**config.mk**
```make
export PLATFORM = sky130hd
export DESIGN_NAME = cam_host_port
export DESIGN_NICKNAME = d
export VERILOG_FILES = /design/src/rtl/cam_host_port_pkg.sv /design/src/rtl/chp_sync.sv /design/src/rtl/chp_handshake.sv /design/src/rtl/chp_regs.sv /design/src/rtl/chp_irq.sv /design/src/rtl/cam_host_port.sv
export SDC_FILE = /design/constraint.sdc
export NUM_CORES = 1
export LEC_CHECK = 0
export BUFFER_PORTS_ARGS = -buffer_cell sky130_fd_sc_hd__buf_2
export CAP_MARGIN = 5
export CORE_UTILIZATION = 47
export DETAILED_ROUTE_END_ITERATION = 6
export PLACE_DENSITY = 0.79
export SLEW_MARGIN = 0
export SYNTH_ARGS = -nofsm -noshare
export SYNTH_HDL_FRONTEND = slang
export SYNTH_SLANG_ARGS = --single-unit
```
**constraint.sdc**
```tcl
create_clock -name clk -period 2.02 [get_ports clk]
set_input_delay 0.202 -clock clk [delete_from_list [all_inputs] [get_ports clk]]
set_output_delay 0.202 -clock clk [all_outputs]
set_load 0.01 [all_outputs]
```
**src/rtl/cam_host_port_pkg.sv**
```systemverilog
package cam_host_port_pkg;
    localparam int DW = 16;
    localparam int AW = 3;

    typedef enum logic [AW-1:0] {
        RA_FLAG  = 3'd0,
        RA_ERR   = 3'd1,
        RA_AFULL = 3'd2,
        RA_MASK  = 3'd3,
        RA_CMD   = 3'd4,
        RA_ARGL  = 3'd5,
        RA_ARGH  = 3'd6,
        RA_NONE  = 3'd7
    } reg_addr_e;

    typedef enum logic [1:0] {
        HS_IDLE  = 2'd0,
        HS_STALL = 2'd1,
        HS_ACK   = 2'd2
    } hs_state_e;

    localparam int FB_TINIT = 2;
    localparam int FB_MODE  = 3;
    localparam int FB_QEMP  = 4;
    localparam int FB_LDONE = 10;

    localparam logic [DW-1:0] ERR_RST   = 16'hFFFF;
    localparam logic [DW-1:0] AFULL_RST = 16'h3FFF;

    typedef struct packed {
        logic ldone;
        logic qemp;
        logic mode;
        logic tinit;
    } flag_t;

    function automatic logic [DW-1:0] pack_flag(flag_t f);
        logic [DW-1:0] v;
        v = '0;
        v[FB_LDONE] = f.ldone;
        v[FB_QEMP]  = f.qemp;
        v[FB_MODE]  = f.mode;
        v[FB_TINIT] = f.tinit;
        return v;
    endfunction
endpackage

```
**src/rtl/chp_sync.sv**
```systemverilog
module chp_sync #(
    parameter int WIDTH  = 2,
    parameter int STAGES = 2,
    parameter logic [WIDTH-1:0] INIT = '1
) (
    input  logic             clk,
    input  logic             rst,
    input  logic [WIDTH-1:0] d,
    output logic [WIDTH-1:0] q
);
    logic [WIDTH-1:0] stage [STAGES];

    always_ff @(posedge clk) begin
        if (rst) stage[0] <= INIT;
        else     stage[0] <= d;
    end

    for (genvar i = 1; i < STAGES; i++) begin : g_chain
        always_ff @(posedge clk) begin
            if (rst) stage[i] <= INIT;
            else     stage[i] <= stage[i-1];
        end
    end

    assign q = stage[STAGES-1];
endmodule

```
**src/rtl/chp_handshake.sv**
```systemverilog
module chp_handshake
    import cam_host_port_pkg::*;
(
    input  logic          clk,
    input  logic          rst,
    input  logic          sel_s_n,
    input  logic          we_s_n,
    input  logic          blocked,
    input  logic [DW-1:0] rd_data,
    output logic          wr_en,
    output logic          ack_n,
    output logic [DW-1:0] dq_o,
    output logic          dq_oe,
    output logic          xfer_active
);
    hs_state_e state;

    logic want_wr;
    assign want_wr = !sel_s_n && !we_s_n;
    assign wr_en = (state == HS_IDLE || state == HS_STALL) && want_wr && !blocked;
    assign xfer_active = (state != HS_IDLE);

    always_ff @(posedge clk) begin
        if (rst) begin
            state <= HS_IDLE;
            ack_n <= 1'b1;
            dq_o  <= '0;
            dq_oe <= 1'b0;
        end else begin
            unique case (state)
                HS_IDLE: begin
                    if (!sel_s_n) begin
                        if (we_s_n) begin
                            dq_o  <= rd_data;
                            dq_oe <= 1'b1;
                            ack_n <= 1'b0;
                            state <= HS_ACK;
                        end else if (blocked) begin
                            state <= HS_STALL;
                        end else begin
                            ack_n <= 1'b0;
                            state <= HS_ACK;
                        end
                    end
                end
                HS_STALL: begin
                    if (sel_s_n) begin
                        state <= HS_IDLE;
                    end else if (!blocked) begin
                        ack_n <= 1'b0;
                        state <= HS_ACK;
                    end
                end
                HS_ACK: begin
                    if (sel_s_n) begin
                        ack_n <= 1'b1;
                        dq_oe <= 1'b0;
                        state <= HS_IDLE;
                    end
                end
                default: state <= HS_IDLE;
            endcase
        end
    end
endmodule

```
**src/rtl/chp_regs.sv**
```systemverilog
module chp_regs
    import cam_host_port_pkg::*;
(
    input  logic            clk,
    input  logic            rst,
    input  logic            wr_en,
    input  logic [AW-1:0]   addr,
    input  logic [DW-1:0]   wdata,
    output logic [DW-1:0]   rd_data,
    input  logic            q_empty,
    input  logic            tbl_init,
    input  logic            cmd_done,
    input  logic [DW-1:0]   cmd_status,
    output logic            cmd_valid,
    output logic [DW-1:0]   cmd_word,
    output logic [2*DW-1:0] cmd_arg,
    output logic [DW-1:0]   af_thresh,
    output logic [DW-1:0]   match_mask,
    output logic            entry_mode,
    output logic            op_pending
);
    flag_t         flag;
    logic [DW-1:0] err_q, arg_lo, arg_hi;
    reg_addr_e     ra;

    assign ra = reg_addr_e'(addr);

    always_ff @(posedge clk) begin
        if (rst) begin
            flag       <= '{ldone: 1'b0, qemp: 1'b1, mode: 1'b1, tinit: 1'b1};
            err_q      <= ERR_RST;
            af_thresh  <= AFULL_RST;
            match_mask <= '0;
            arg_lo     <= '0;
            arg_hi     <= '0;
            cmd_word   <= '0;
            cmd_valid  <= 1'b0;
            op_pending <= 1'b0;
        end else begin
            flag.qemp  <= q_empty;
            flag.tinit <= tbl_init;
            cmd_valid  <= 1'b0;
            if (cmd_done) begin
                flag.ldone <= 1'b1;
                op_pending <= 1'b0;
                err_q      <= cmd_status;
            end
            if (wr_en) begin
                unique case (ra)
                    RA_FLAG:  flag.mode  <= wdata[FB_MODE];
                    RA_ERR:   err_q      <= ERR_RST;
                    RA_AFULL: af_thresh  <= wdata;
                    RA_MASK:  match_mask <= wdata;
                    RA_CMD: begin
                        cmd_word   <= wdata;
                        cmd_valid  <= 1'b1;
                        op_pending <= 1'b1;
                        flag.ldone <= 1'b0;
                    end
                    RA_ARGL:  arg_lo     <= wdata;
                    RA_ARGH:  arg_hi     <= wdata;
                    default:  ;
                endcase
            end
        end
    end

    always_comb begin
        unique case (ra)
            RA_FLAG:  rd_data = pack_flag(flag);
            RA_ERR:   rd_data = err_q;
            RA_AFULL: rd_data = af_thresh;
            RA_MASK:  rd_data = match_mask;
            RA_CMD:   rd_data = cmd_word;
            RA_ARGL:  rd_data = arg_lo;
            RA_ARGH:  rd_data = arg_hi;
            default:  rd_data = '0;
        endcase
    end

    assign cmd_arg    = {arg_hi, arg_lo};
    assign entry_mode = flag.mode;
endmodule

```
**src/rtl/chp_irq.sv**
```systemverilog
module chp_irq #(
    parameter int IRQ_CYC = 2
) (
    input  logic clk,
    input  logic rst,
    input  logic done,
    input  logic xfer_active,
    output logic irq_n
);
    localparam int CW = $clog2(IRQ_CYC + 1);

    logic          pend;
    logic [CW-1:0] cnt;
    logic          start;

    assign start = pend && !xfer_active && (cnt == '0);

    always_ff @(posedge clk) begin
        if (rst) begin
            pend <= 1'b0;
            cnt  <= '0;
        end else begin
            if (done)       pend <= 1'b1;
            else if (start) pend <= 1'b0;
            if (start)            cnt <= CW'(IRQ_CYC);
            else if (cnt != '0)   cnt <= cnt - 1'b1;
        end
    end

    assign irq_n = (cnt == '0);
endmodule

```
**src/rtl/cam_host_port.sv**
```systemverilog
module cam_host_port
    import cam_host_port_pkg::*;
#(
    parameter int SYNC_STAGES = 2,
    parameter int IRQ_CYC     = 2
) (
    input  logic            clk,
    input  logic            rst,
    input  logic            sel_n,
    input  logic            we_n,
    input  logic [2:0]      addr,
    input  logic [15:0]     dq_i,
    output logic [15:0]     dq_o,
    output logic            dq_oe,
    output logic            ack_n,
    output logic            irq_n,
    input  logic            q_empty,
    input  logic            tbl_init,
    input  logic            tbl_busy,
    input  logic            cmd_done,
    input  logic [15:0]     cmd_status,
    output logic            cmd_valid,
    output logic [15:0]     cmd_word,
    output logic [31:0]     cmd_arg,
    output logic [15:0]     af_thresh,
    output logic [15:0]     match_mask,
    output logic            entry_mode
);
    logic          sel_s_n, we_s_n;
    logic          wr_en, xfer_active, op_pending, blocked;
    logic [DW-1:0] rd_data;

    chp_sync #(.WIDTH(2), .STAGES(SYNC_STAGES), .INIT(2'b11)) u_sync (
        .clk (clk),
        .rst (rst),
        .d   ({sel_n, we_n}),
        .q   ({sel_s_n, we_s_n})
    );

    assign blocked = tbl_busy || op_pending;

    chp_handshake u_hs (
        .clk         (clk),
        .rst         (rst),
        .sel_s_n     (sel_s_n),
        .we_s_n      (we_s_n),
        .blocked     (blocked),
        .rd_data     (rd_data),
        .wr_en       (wr_en),
        .ack_n       (ack_n),
        .dq_o        (dq_o),
        .dq_oe       (dq_oe),
        .xfer_active (xfer_active)
    );

    chp_regs u_regs (
        .clk        (clk),
        .rst        (rst),
        .wr_en      (wr_en),
        .addr       (addr),
        .wdata      (dq_i),
        .rd_data    (rd_data),
        .q_empty    (q_empty),
        .tbl_init   (tbl_init),
        .cmd_done   (cmd_done),
        .cmd_status (cmd_status),
        .cmd_valid  (cmd_valid),
        .cmd_word   (cmd_word),
        .cmd_arg    (cmd_arg),
        .af_thresh  (af_thresh),
        .match_mask (match_mask),
        .entry_mode (entry_mode),
        .op_pending (op_pending)
    );

    chp_irq #(.IRQ_CYC(IRQ_CYC)) u_irq (
        .clk         (clk),
        .rst         (rst),
        .done        (cmd_done),
        .xfer_active (xfer_active),
        .irq_n       (irq_n)
    );
endmodule

```
# --- After elaboration in Yosys (flattened, before gate mapping) ---
# Memories as Yosys holds them, arrays and structs flattened.
# Cells that the tools add are included.
classes:
  n_div: 0
  reduce_logical: 32
  shifts: 0
  n_bitwise: 4
  n_mul: 0
  add_sub_neg: 1
  n_eq_ne: 13
  muxes: 37
  n_lt_le_gt_ge: 0
ops:
  columns: ["op", "n"]
  rows:
  - ["one-hot mux 16 bit (7 select lines)", 1]
  - ["2-to-1 mux 16 bit", 3]
  - ["2-to-1 mux 1 bit", 20]
  - ["2-to-1 mux 2 bit", 10]
  - ["AND reduction 2 bit", 6]
  - ["nonzero test 2 bit", 5]
  - ["equality test 3 bit, second input constant", 3]
  - ["!= test 2 bit, second input constant", 4]
  - ["AND reduction 4 bit", 2]
  - ["equality test 3 x 2 -> 1 bit, second input constant", 2]
  - ["one-hot mux 2 bit (3 select lines)", 1]
  - ["AND reduction 3 bit", 2]
  - ["logical AND 1 bit", 5]
  - ["zero test 1 bit", 4]
  - ["zero test 2 bit", 2]
  - ["OR reduction 2 bit", 2]
  - ["equality test 3 x 1 -> 1 bit, second input constant", 1]
  - ["zero test 3 bit", 1]
  - ["!= test 3 bit, second input constant", 1]
  - ["one-hot mux 1 bit (3 select lines)", 1]
  - ["nonzero test 3 bit", 1]
  - ["equality test 2 x 1 -> 1 bit, second input constant", 1]
  - ["equality test 2 bit, second input constant", 1]
  - ["logical OR 1 bit", 2]
  - ["4 further kinds", 6]
totals:
  latch_bits: 0
  input_bits: 43
  elab_cells: 107
  mem_bits_ro: 0
  ram_bits: 4
  output_inout_bits: 101
  mem_count: 1
  reg_bits: 125
mem_list:
  columns: ["memory", "depth", "word_bits", "rd", "rd_ports_with_merged_regs", "write_ports", "line_no", "text"]
  rows:
  - ["u_sync.stage", 2, 2, 2, 0, 2, "chp_sync.sv:11", "logic [WIDTH-1:0] stage [STAGES];"]

# --- Longest topological paths before layout ---
# Gate-level depths: netlist of run 1.
logic_depth:
  ltp_word: 6
  depth_mapped: 9
  ltp_nobuf: 6

# --- Modules after synthesis ---
# Synthesis of run 1 repeated with hierarchy kept, for this count alone.
unflattened:
  cells_unflattened: 606
  hier_area_um2: 5659.2
by_module_without_submodules:
  columns: ["mod", "instances", "cells_per_inst", "seq_area_each_um2", "area_each_um2"]
  rows:
  - ["chp_regs", 1, 476, 2042.0, 4521.8]
  - ["chp_handshake", 1, 110, 400.4, 920.9]
  - ["chp_irq", 1, 11, 60.1, 105.1]
  - ["chp_sync", 1, 8, 80.1, 105.1]
  - ["cam_host_port", 1, 1, 0.0, 6.3]

# --- Worst setup path after synthesis of run 1 ---
# Ideal clock, no wire load.
synth_path:
  kind: "register to register"
  from: "mem u_sync.stage[1][1]"
  to: "reg u_regs.cmd_word[10]"
  path_stages_with_launch: 8
  setup_ps: 128
  n_path_buf: 3
  t_required_ps: 1892
  arrival_ps: 1969
  setup_slack_ps: -77
  path_cell_list: "dfxtp_1 buf_2 or4_4 or4_1 buf_4 buf_6 mux2i_1 nor2_1"
synth_lines:
  columns: ["item", "line_no", "text"]
  rows:
  - ["from (decl)", "chp_sync.sv:11", null]
  - ["to (signal assigned)", "chp_regs.sv:55", "cmd_word <= wdata;"]
  - ["to (decl)", "chp_regs.sv:15", "output logic [DW-1:0] cmd_word,"]

# --- Worst setup path after layout of run 1 ---
layout_path:
  from: "reg u_hs.state[0]"
  to: "reg u_regs.cmd_word[10]"
layout_between:
  elab_chain_cells: 5
  elab_cells_between_ends: 6
layout_lines:
  columns: ["item", "line_no", "text"]
  rows:
  - ["from (decl)", "chp_handshake.sv:16", "hs_state_e state;"]
  - ["from (signal assigned)", "chp_handshake.sv:25", "state <= HS_IDLE;"]
  - ["from (signal assigned)", "chp_handshake.sv:37", "state <= HS_ACK;"]
  - ["from (signal assigned)", "chp_handshake.sv:39", "state <= HS_STALL;"]
  - ["equality test 2 x 1 -> 1 bit / zero test 2 bit (equally long branches)", "chp_handshake.sv:20", "assign wr_en = (state == HS_IDLE || state == HS_STALL) && want_wr && !blocked;"]
  - ["logical OR 1 bit *", "chp_handshake.sv:20", null]
  - ["logical AND 1 bit * (2 in a row)", "chp_handshake.sv:20", null]
  - ["AND reduction 2 bit (no source line) *", null, null]
# Every way passes the cells marked *; elsewhere a longest branch is shown, timed or not.
# A chain may end at the register's enable or synchronous reset.

==> results of run 1 <==
-- final timing paths --
kind | startpoint | to | slack [ps] | depth (start not counted)
worst max-delay path | u_hs.state[0] | u_regs.cmd_word[10] | 100 | 7
worst min-delay path | cmd_status[10] | u_regs.err_q[10] | 6 | 3
worst max register to register | u_hs.state[0] | u_regs.cmd_word[10] | 100 | 7
worst min register to register | u_sync.stage[0][0] | u_sync.stage[1][0] | 420 | 1
-- worst min-delay path, delay by kind of cell --
family	cells	cell delay, ps
buffers and inverters	1	80
and+or+nand+nor	1	60
muxes	1	50
-- timing repair --
| item | 4_1_cts | 5_1_grt |
|---|---|---|
| hold buffers | 4 | 0 |
| gates cloned | 0 | 0 |
| pin swaps | 1 | 0 |
| endpoints found under the hold margin | 4 | 0 |
| setup endpoints to repair | 4 | 30 |
| setup buffers | 2 | 0 |
| resized for setup | 1 | 5 |
-- power by group --
group	total (mW)	switching, mW	internal [mW]
sequential	2.63	0.0361	2.60
combinational	0.524	0.305	0.219
clock	3.17	1.11	2.05
total	6.32	1.46	4.87
-- layout by cell type, fill, tap and decap left out, types with 2 or more instances in the layout --
cell type      netlist  routed
buf_2                7     142
dfxtp_1            129     129
nand2_1             95      95
mux2i_1             57      57
nor2_1              56      55
a21oi_1             43      43
buf_4                2      35
nor3_1              29      29
mux2_2              19      19
clkbuf_16            0      17
a221o_1             13      13
a221oi_1            11      11
o21ai_0             10      10
or2_2                9       9
a22oi_1              9       9
inv_1                8       8
nor2b_1              8       8
a32o_1               8       8
nand2b_1             4       4
a22o_1               4       4
bufinv_16            0       4
clkinv_2             0       4
clkbuf_1            31       4
dlygate4sd3_1        0       4
nand4_1              3       3
o32ai_1              3       3
o21bai_1             3       3
clkinvlp_4           0       3
or4_4                1       2
nor4_4               0       2
o21a_1               2       2
o22a_1               2       2
a21boi_0             2       2
nor3b_1              2       2
nand3_1              2       2
ha_4                 0       2
ha_1                 4       2
buf_12               0       2
-- cell type report --
| class | instances | area, µm² |
|---|---|---|
| clock buffer | 21 | 440 |
| fill | 924 | 4210 |
| multi-input combinational | 415 | 2710 |
| timing repair buffer | 183 | 1050 |
| tap | 143 | 179 |
| sequential | 129 | 2580 |
| inverter | 8 | 30.0 |
| clock inverter | 11 | 163 |
-- cell families (layout without fill, tap and decap cells) --
logic type,after synthesis,count (layout),share of synthesized area
simple gates,218,218,0.179
fa+ha+maj,4,4,0.00916
mux,77,77,0.148
flops,129,129,0.472
buf+inv,54,223,0.0414
compound gates,116,116,0.150
-- registers in the layout (all words and copies together), names as in the netlist --
name / count
u_irq.pend: 1
u_regs.arg_hi: 16
u_sync.stage: 4
u_irq.cnt: 2
u_regs.match_mask: 16
u_regs.op_pending: 1
u_regs.cmd_word: 16
u_hs.ack_n: 1
u_hs.dq_oe: 1
u_regs.entry_mode: 1
u_regs.arg_lo: 16
u_hs.state: 2
u_regs.cmd_valid: 1
u_regs.flag: 3
u_hs.dq_o: 16
u_regs.err_q: 16
u_regs.af_thresh: 16
-- routing by layer --
layer	part of all wire	global-route usage	up-vias
li1	-	-	2430
met3	0.094	0.0794	41
met2	0.48	0.448	301
met4	0.026	0.139	0
met5	0	0	-
met1	0.40	0.367	2544
==> metrics, run 1 <==
Worst-Skew Late Latency=between 400 and 500 ps; ranking of synthesized cells by area=dfxtp_1 (47%), mux2i_1 (10%), nand2_1 (6.5%); DIE HEIGHT=about 110 µm; Fmax=roughly 0.52 GHz; Crit path top cell by count=nor2_1; Hold Path Class=input pin to flip-flop; Max VDD drop=0.623 mV; CTS tree=yes; RSZ-0062 raised after global routing=no; Site Rows=39; cell area after layout=approximately 0.007 mm²; Finished Layout Cells=roughly 900; total track usage=0.288; Netlist cell types=46; routed vias=5316; die area=approximately 0.012 mm²; Die Wd=110 µm; setup ws final=101 ps; Syn Area/Cell=between 9 and 10 µm²; drt pass-1 iters=5; Setup crit end kind=flip-flop; post-synth top area share=0.472; top-count cell post-synth=dfxtp_1; Final #Nets=about 800; I/O Pins=~140; Max Cap Viol=0; Ys Warns=0; Rel. slew slack=0.647; CP max stage delay=about 560 ps; clock slew at reported path FFs=about 50 ps; Crit path max-delay family=simple AND/OR/NAND/NOR gates; first-pass GRT wire length=25600 µm; Buffers & Inverters on Critical Path=2; Post-DP Area=0.00646 mm²; status=completed; async set-or-reset flop fraction in the synthesized netlist=0; Worst Path Arrival=2210 ps; final setup fails=0; CTS Root Cell=clkbuf_16; min Tclk post-route=1920 ps; Core Area=between 0.01 and 0.015 mm²; Gate Count Post-Synth=approximately 600; Yosys reg bits=129; Critical-path top delay cell=or4_4; input/output buffers=between 100 and 150; total power=about 6.3 mW; DRT iter0 DRCs=just under 600; antenna violations before repair=0; share of layout cells above drive strength 1=0.321; Hold Slack=5.75 ps; worst clock skew=around 5 ps; setup_tns=0 ps; Initial Util=0.481; Core Util, Final=0.629; CP cell instances=inv_1 > ha_4 > nor2_1 > or4_4 > buf_4 > mux2i_1 > nor2_1; total gr overflow=0; worst path required time=2310 ps; kind of critical path=flip-flop to flip-flop; worst-margin pin slew=approximately 530 ps; Max Root-Sink Buffers=2; Final Hold Violating Endpoints=0; final slew viol count=0; routed len/inst=about 19 µm; final WL=17200 µm; synthesized area=0.00547 mm²; Post-synth EDFFs=0; Pleak=roughly 3.2 nW; Final Cycle Share=0.950; total CTS buffers=17; remaining antenna violation count after routing=0; HPWL Detailed=11700 µm; Synth-to-Final Area Change=30.9%; vias in the first global route=a little under 5k; via/cell ratio=between 5 and 6; routability cong.=~0.88; largest net degree at the start of global routing=40; Seq/Total Area, Yosys=0.472; predominant post-synthesis flop cell=dfxtp_1; post-placement setup slack=5.96 ps; CP startpoint kind=flip-flop; Synth area leader=dfxtp_1; CTS sink count=roughly 130; pwr dens=between 800 and 900 mW/mm²; commonest cells in the netlist=dfxtp_1 (129), nand2_1 (95), mux2i_1 (57), nor2_1 (56), a21oi_1 (43); Post-Synthesis Net Count=between 600 and 700; Worst Path Max Fanout=8; placed cell count=approximately 870; Remaining DRCs=0; H-tree levels=4; Diodes inserted=0
Power figures use the tool's default switching activity.
==> inputs of run 2 (changes only) <==
--- a/config.mk
+++ b/config.mk
@@ -8,6 +8,7 @@
 export BUFFER_PORTS_ARGS = -buffer_cell sky130_fd_sc_hd__buf_2
 export CAP_MARGIN = 5
 export CORE_UTILIZATION = 47
+export CTS_BUF_LIST = sky130_fd_sc_hd__clkbuf_16
 export DETAILED_ROUTE_END_ITERATION = 6
 export PLACE_DENSITY = 0.79
 export SLEW_MARGIN = 0
==> metrics, run 2 (synthesis results as in run 1) <==
Core Area=around 0.011 mm²; routability cong.=0.882; share of layout cells above drive strength 1=0.321; placed cell count=just under 900; Max VDD drop=approximately 0.62 mV; leading cell type in the layout, fill and taps excluded=buf_2; CTS tree=yes; Fmax=between 0.5 and 0.6 GHz; CTS Root Cell=clkbuf_16; Initial Util=0.481; worst-margin pin slew=approximately 520 ps; Site Rows=39; remaining antenna violation count after routing=0; total CTS buffers=17; Worst Path Arrival=around 2200 ps; Die Wd=roughly 110 µm; Final #Nets=between 800 and 900; largest net degree at the start of global routing=40; Hold Slack=roughly 6.4 ps; Worst-Skew Late Latency=420 ps; antenna violations before repair=0; I/O Pins=approximately 140; hold path start=cmd_status[10]; Worst Path Max Fanout=8; via/cell ratio=between 5 and 6; area of the multi-input gates=0.00271 mm²; Critical Path Start=u_hs.state[0]; min Tclk post-route=about 1900 ps; drt pass-1 iters=6; commonest non-fill, non-tap cells in the layout=buf_2 (142), dfxtp_1 (129), nand2_1 (95); Diodes inserted=0; H-tree levels=4; CTS sink count=129; DIE HEIGHT=110 µm; final WL=17300 µm; die area=0.0121 mm²; kind of critical path=flip-flop to flip-flop; RSZ-0062 raised after global routing=no; DRT iter0 DRCs=a little under 600; Seq. cell area=0.00258 mm²; Max Cap Viol=0; input/output buffers=about 140; Hold Path Class=input pin to flip-flop; status=completed; Final Cycle Share=0.949; Core Util, Final=0.629; setup ws final=a little over 100 ps; worst path required time=2310 ps; final slew viol count=0; routed vias=between 5k and 6k; Finished Layout Cells=910; reg-to-reg startpoint=u_hs.state[0]; total gr overflow=0; total track usage=0.288; CP startpoint kind=flip-flop; fillers=approximately 900; Final Hold Violating Endpoints=0; vias in the first global route=between 4k and 5k; post-placement setup slack=slightly below 6 ps; Setup crit end kind=flip-flop; HPWL Detailed=~12000 µm; first-pass GRT wire length=25600 µm; Remaining DRCs=0; clock slew at reported path FFs=60 ps; Rel. slew slack=0.650; pwr dens=roughly 880 mW/mm²; final setup fails=0; Synth-to-Final Area Change=30.9%; worst clock skew=5.74 ps; Pleak=3.17 nW; routed len/inst=roughly 19 µm; Max Root-Sink Buffers=2
-- run 2: cell count changes in the layout (fill, tap and decap cells not counted) --
| cell | before | now |
|---|---|---|
| clkbuf_1 | 4 | 0 |
| inv_1 | 8 | 12 |
-- run 2: per-stage QoR --
| stage | instance area [µm²] | TNS (ps) | power (mW) |
|---|---|---|---|
| 6_report | 7160 | 0 | 6.31 |
| 5_1_grt | 7160 | 0 | 6.47 |
| 4_1_cts | 7130 | 0 | 6.28 |
| 3_5_place_dp | 6460 | 0 | 3.18 |
| 3_3_place_gp | 6460 | 0 | 3.16 |
| 2_1_floorplan | 5490 | -308 | 2.97 |
-- run 2: per-layer routing --
metal / track usage / vias to the layer above / wire, µm
met2: 0.448 / 319 / 8130
met4: 0.139 / 0 / 514
li1: - / 2434 / -
met1: 0.367 / 2531 / 6950
met3: 0.0794 / 41 / 1650
met5: 0 / - / 0
-- run 2: worst max-delay path: stages (launching register included) --
cell and delay, ps:
dfxtp_1 360, inv_1 150, ha_4 190, nor2_1 80, or4_4 560, buf_4 210
mux2i_1 180, nor2_1 60
-- run 2: repair_timing --
action / CTS / global route
endpoints found under the hold margin: 4 / 0
buffers inserted: 2 / 0
cloned: 0 / 0
pin swaps: 1 / 0
hold buffers: 4 / 0
endpoints found under the setup margin: 4 / 30
gates resized for setup: 1 / 5
-- run 2: area by class of cell --
| cell class | instances | share of cell area |
|---|---|---|
| Inverter | 8 | 0.00420 |
| Clock inverter | 15 | 0.0248 |
| Multi-Input combinational cell | 415 | 0.378 |
| Timing Repair Buffer | 183 | 0.147 |
| Tap cell | 143 | 0.0250 |
| Clock buffer | 17 | 0.0595 |
| Sequential cell | 129 | 0.361 |
-- run 2: worst paths after layout --
path / endpoint / slack [ps] / cells past startpoint
setup / recovery: u_regs.cmd_word[10] / 100 / 7
setup reg to reg: u_regs.cmd_word[10] / 100 / 7
hold / removal: u_regs.err_q[10] / 6 / 3
hold reg to reg: u_sync.stage[1][0] / 420 / 1
-- run 2: power by group --
part	total [mW]	switching [mW]	internal, mW
clock network	3.16	1.12	2.03
registers	2.63	0.0360	2.60
logic	0.524	0.305	0.219
total	6.31	1.46	4.85
==> inputs of run 3 (changes only) <==
--- a/config.mk
+++ b/config.mk
@@ -11,6 +11,7 @@
 export CTS_BUF_LIST = sky130_fd_sc_hd__clkbuf_16
 export DETAILED_ROUTE_END_ITERATION = 6
 export PLACE_DENSITY = 0.79
+export RECOVER_POWER = 100
 export SLEW_MARGIN = 0
 export SYNTH_ARGS = -nofsm -noshare
 export SYNTH_HDL_FRONTEND = slang
==> metrics, run 3 (synthesis results as in run 1) <==
H-tree levels=4; kind of critical path=flip-flop to flip-flop; worst-margin pin slew=~830 ps; Max Cap Viol=0; Final #Nets=between 800 and 900; final WL=approximately 17000 µm; post-placement setup slack=approximately 6.0 ps; Die Wd=around 110 µm; Worst Path Arrival=2200 ps; Synth-to-Final Area Change=30.9%; CTS sink count=around 130; first-pass GRT wire length=between 20000 and 30000 µm; Final Cycle Share=0.953; DRT iter0 DRCs=approximately 600; DIE HEIGHT=about 110 µm; commonest non-fill, non-tap cells in the layout=buf_2 (142), dfxtp_1 (129), nand2_1 (95); Diodes inserted=0; Final Hold Violating Endpoints=0; final setup fails=0; total CTS buffers=17; clock slew at reported path FFs=60 ps; total track usage=0.288; CTS tree=yes; status=completed; cell area after layout=about 0.007 mm²; input/output buffers=~140; HPWL Detailed=about 12000 µm; Max VDD drop=between 0.6 and 0.7 mV; I/O Pins=roughly 140; remaining antenna violation count after routing=0; die area=0.0121 mm²; Fmax=0.520 GHz; total gr overflow=0; final slew viol count=0; antenna violations before repair=0; Worst Path Max Fanout=11; CP startpoint kind=flip-flop; share of layout cells above drive strength 1=0.321; Pleak=~3.2 nW; pwr dens=just under 900 mW/mm²; Worst-Skew Late Latency=around 420 ps; drt pass-1 iters=6; Post-DP Area=0.00646 mm²; routed len/inst=approximately 19 µm; Max Root-Sink Buffers=2; Initial Util=0.481; CTS Root Cell=clkbuf_16; Core Util, Final=0.629; Finished Layout Cells=approximately 900; Site Rows=39; min Tclk post-route=1920 ps; routability cong.=between 0.8 and 0.9; setup_tns=0 ps; Setup crit end kind=flip-flop; Rel. slew slack=0.444; leading cell type in the layout, fill and taps excluded=buf_2; vias in the first global route=4928; Remaining DRCs=0; placed cell count=approximately 870; routed vias=around 5.3k; worst clock skew=about 6 ps; Hold Path Class=input pin to flip-flop; Core Area=around 0.011 mm²; setup ws final=95.4 ps; via/cell ratio=5.86; largest net degree at the start of global routing=40; worst path required time=2290 ps
run 3: cell types whose count changed in the layout (fill, tap and decap cells not counted):
cell      previous run  this run
buf_4               35        34
clkbuf_2             0         1
run 3: worst max-delay path, stage by stage, from the launching register on:
cell and delay, ps:
dfxtp_1 430, inv_1 130, ha_4 210, or2_2 350, and4_1 210, buf_4 220
mux2i_1 170, nor2_1 60
run 3: layout make-up:
class | instances | area (µm²)
timing repair buffer | 183 | 1050
multi-input combinational | 415 | 2710
tap | 143 | 179
inverter | 8 | 30.0
sequential | 129 | 2580
clock inverter | 15 | 178
fill | 925 | 4220
clock buffer | 17 | 425
run 3: timing repair:
action | in CTS | in global routing
pin swaps | 1 | 0
gates resized for setup | 1 | 5
setup endpoints to repair | 4 | 30
hold buffers | 4 | 0
hold endpoints to repair | 4 | 0
buffers inserted | 2 | 0
run 3: path summary, 6_finish.rpt:
path | start | end | slack [ps] | cells after the start
setup reg to reg | u_hs.state[0] | u_regs.match_mask[7] | 100 | 7
hold / removal | cmd_status[10] | u_regs.err_q[10] | 4 | 3
setup / recovery | u_hs.state[0] | u_regs.match_mask[7] | 100 | 7
hold reg to reg | u_sync.stage[0][0] | u_sync.stage[1][0] | 420 | 1
run 3: where the power goes:
group | switching (mW) | leakage, nW | internal, mW | total (mW)
Combinational | 0.307 | 1.82 | 0.218 | 0.525
Sequential | 0.0359 | 1.05 | 2.60 | 2.63
Clock | 1.12 | 0.303 | 2.03 | 3.16
run 3: metal layers:
layer / vias up / part of all wire / track usage
met3: 53 / 0.10 / 0.0794
met2: 309 / 0.47 / 0.448
met1: 2536 / 0.40 / 0.367
met4: 0 / 0.033 / 0.139
met5: - / 0 / 0
li1: 2433 / - / -
run 3: stage by stage:
stage               power (mW)  hold slack [ps]
finish                    6.31             3.97
global route              6.47             2.49
CTS                       6.28            0.366
detailed placement        3.18              389
global placement          3.16              385
floorplan                 2.97              306
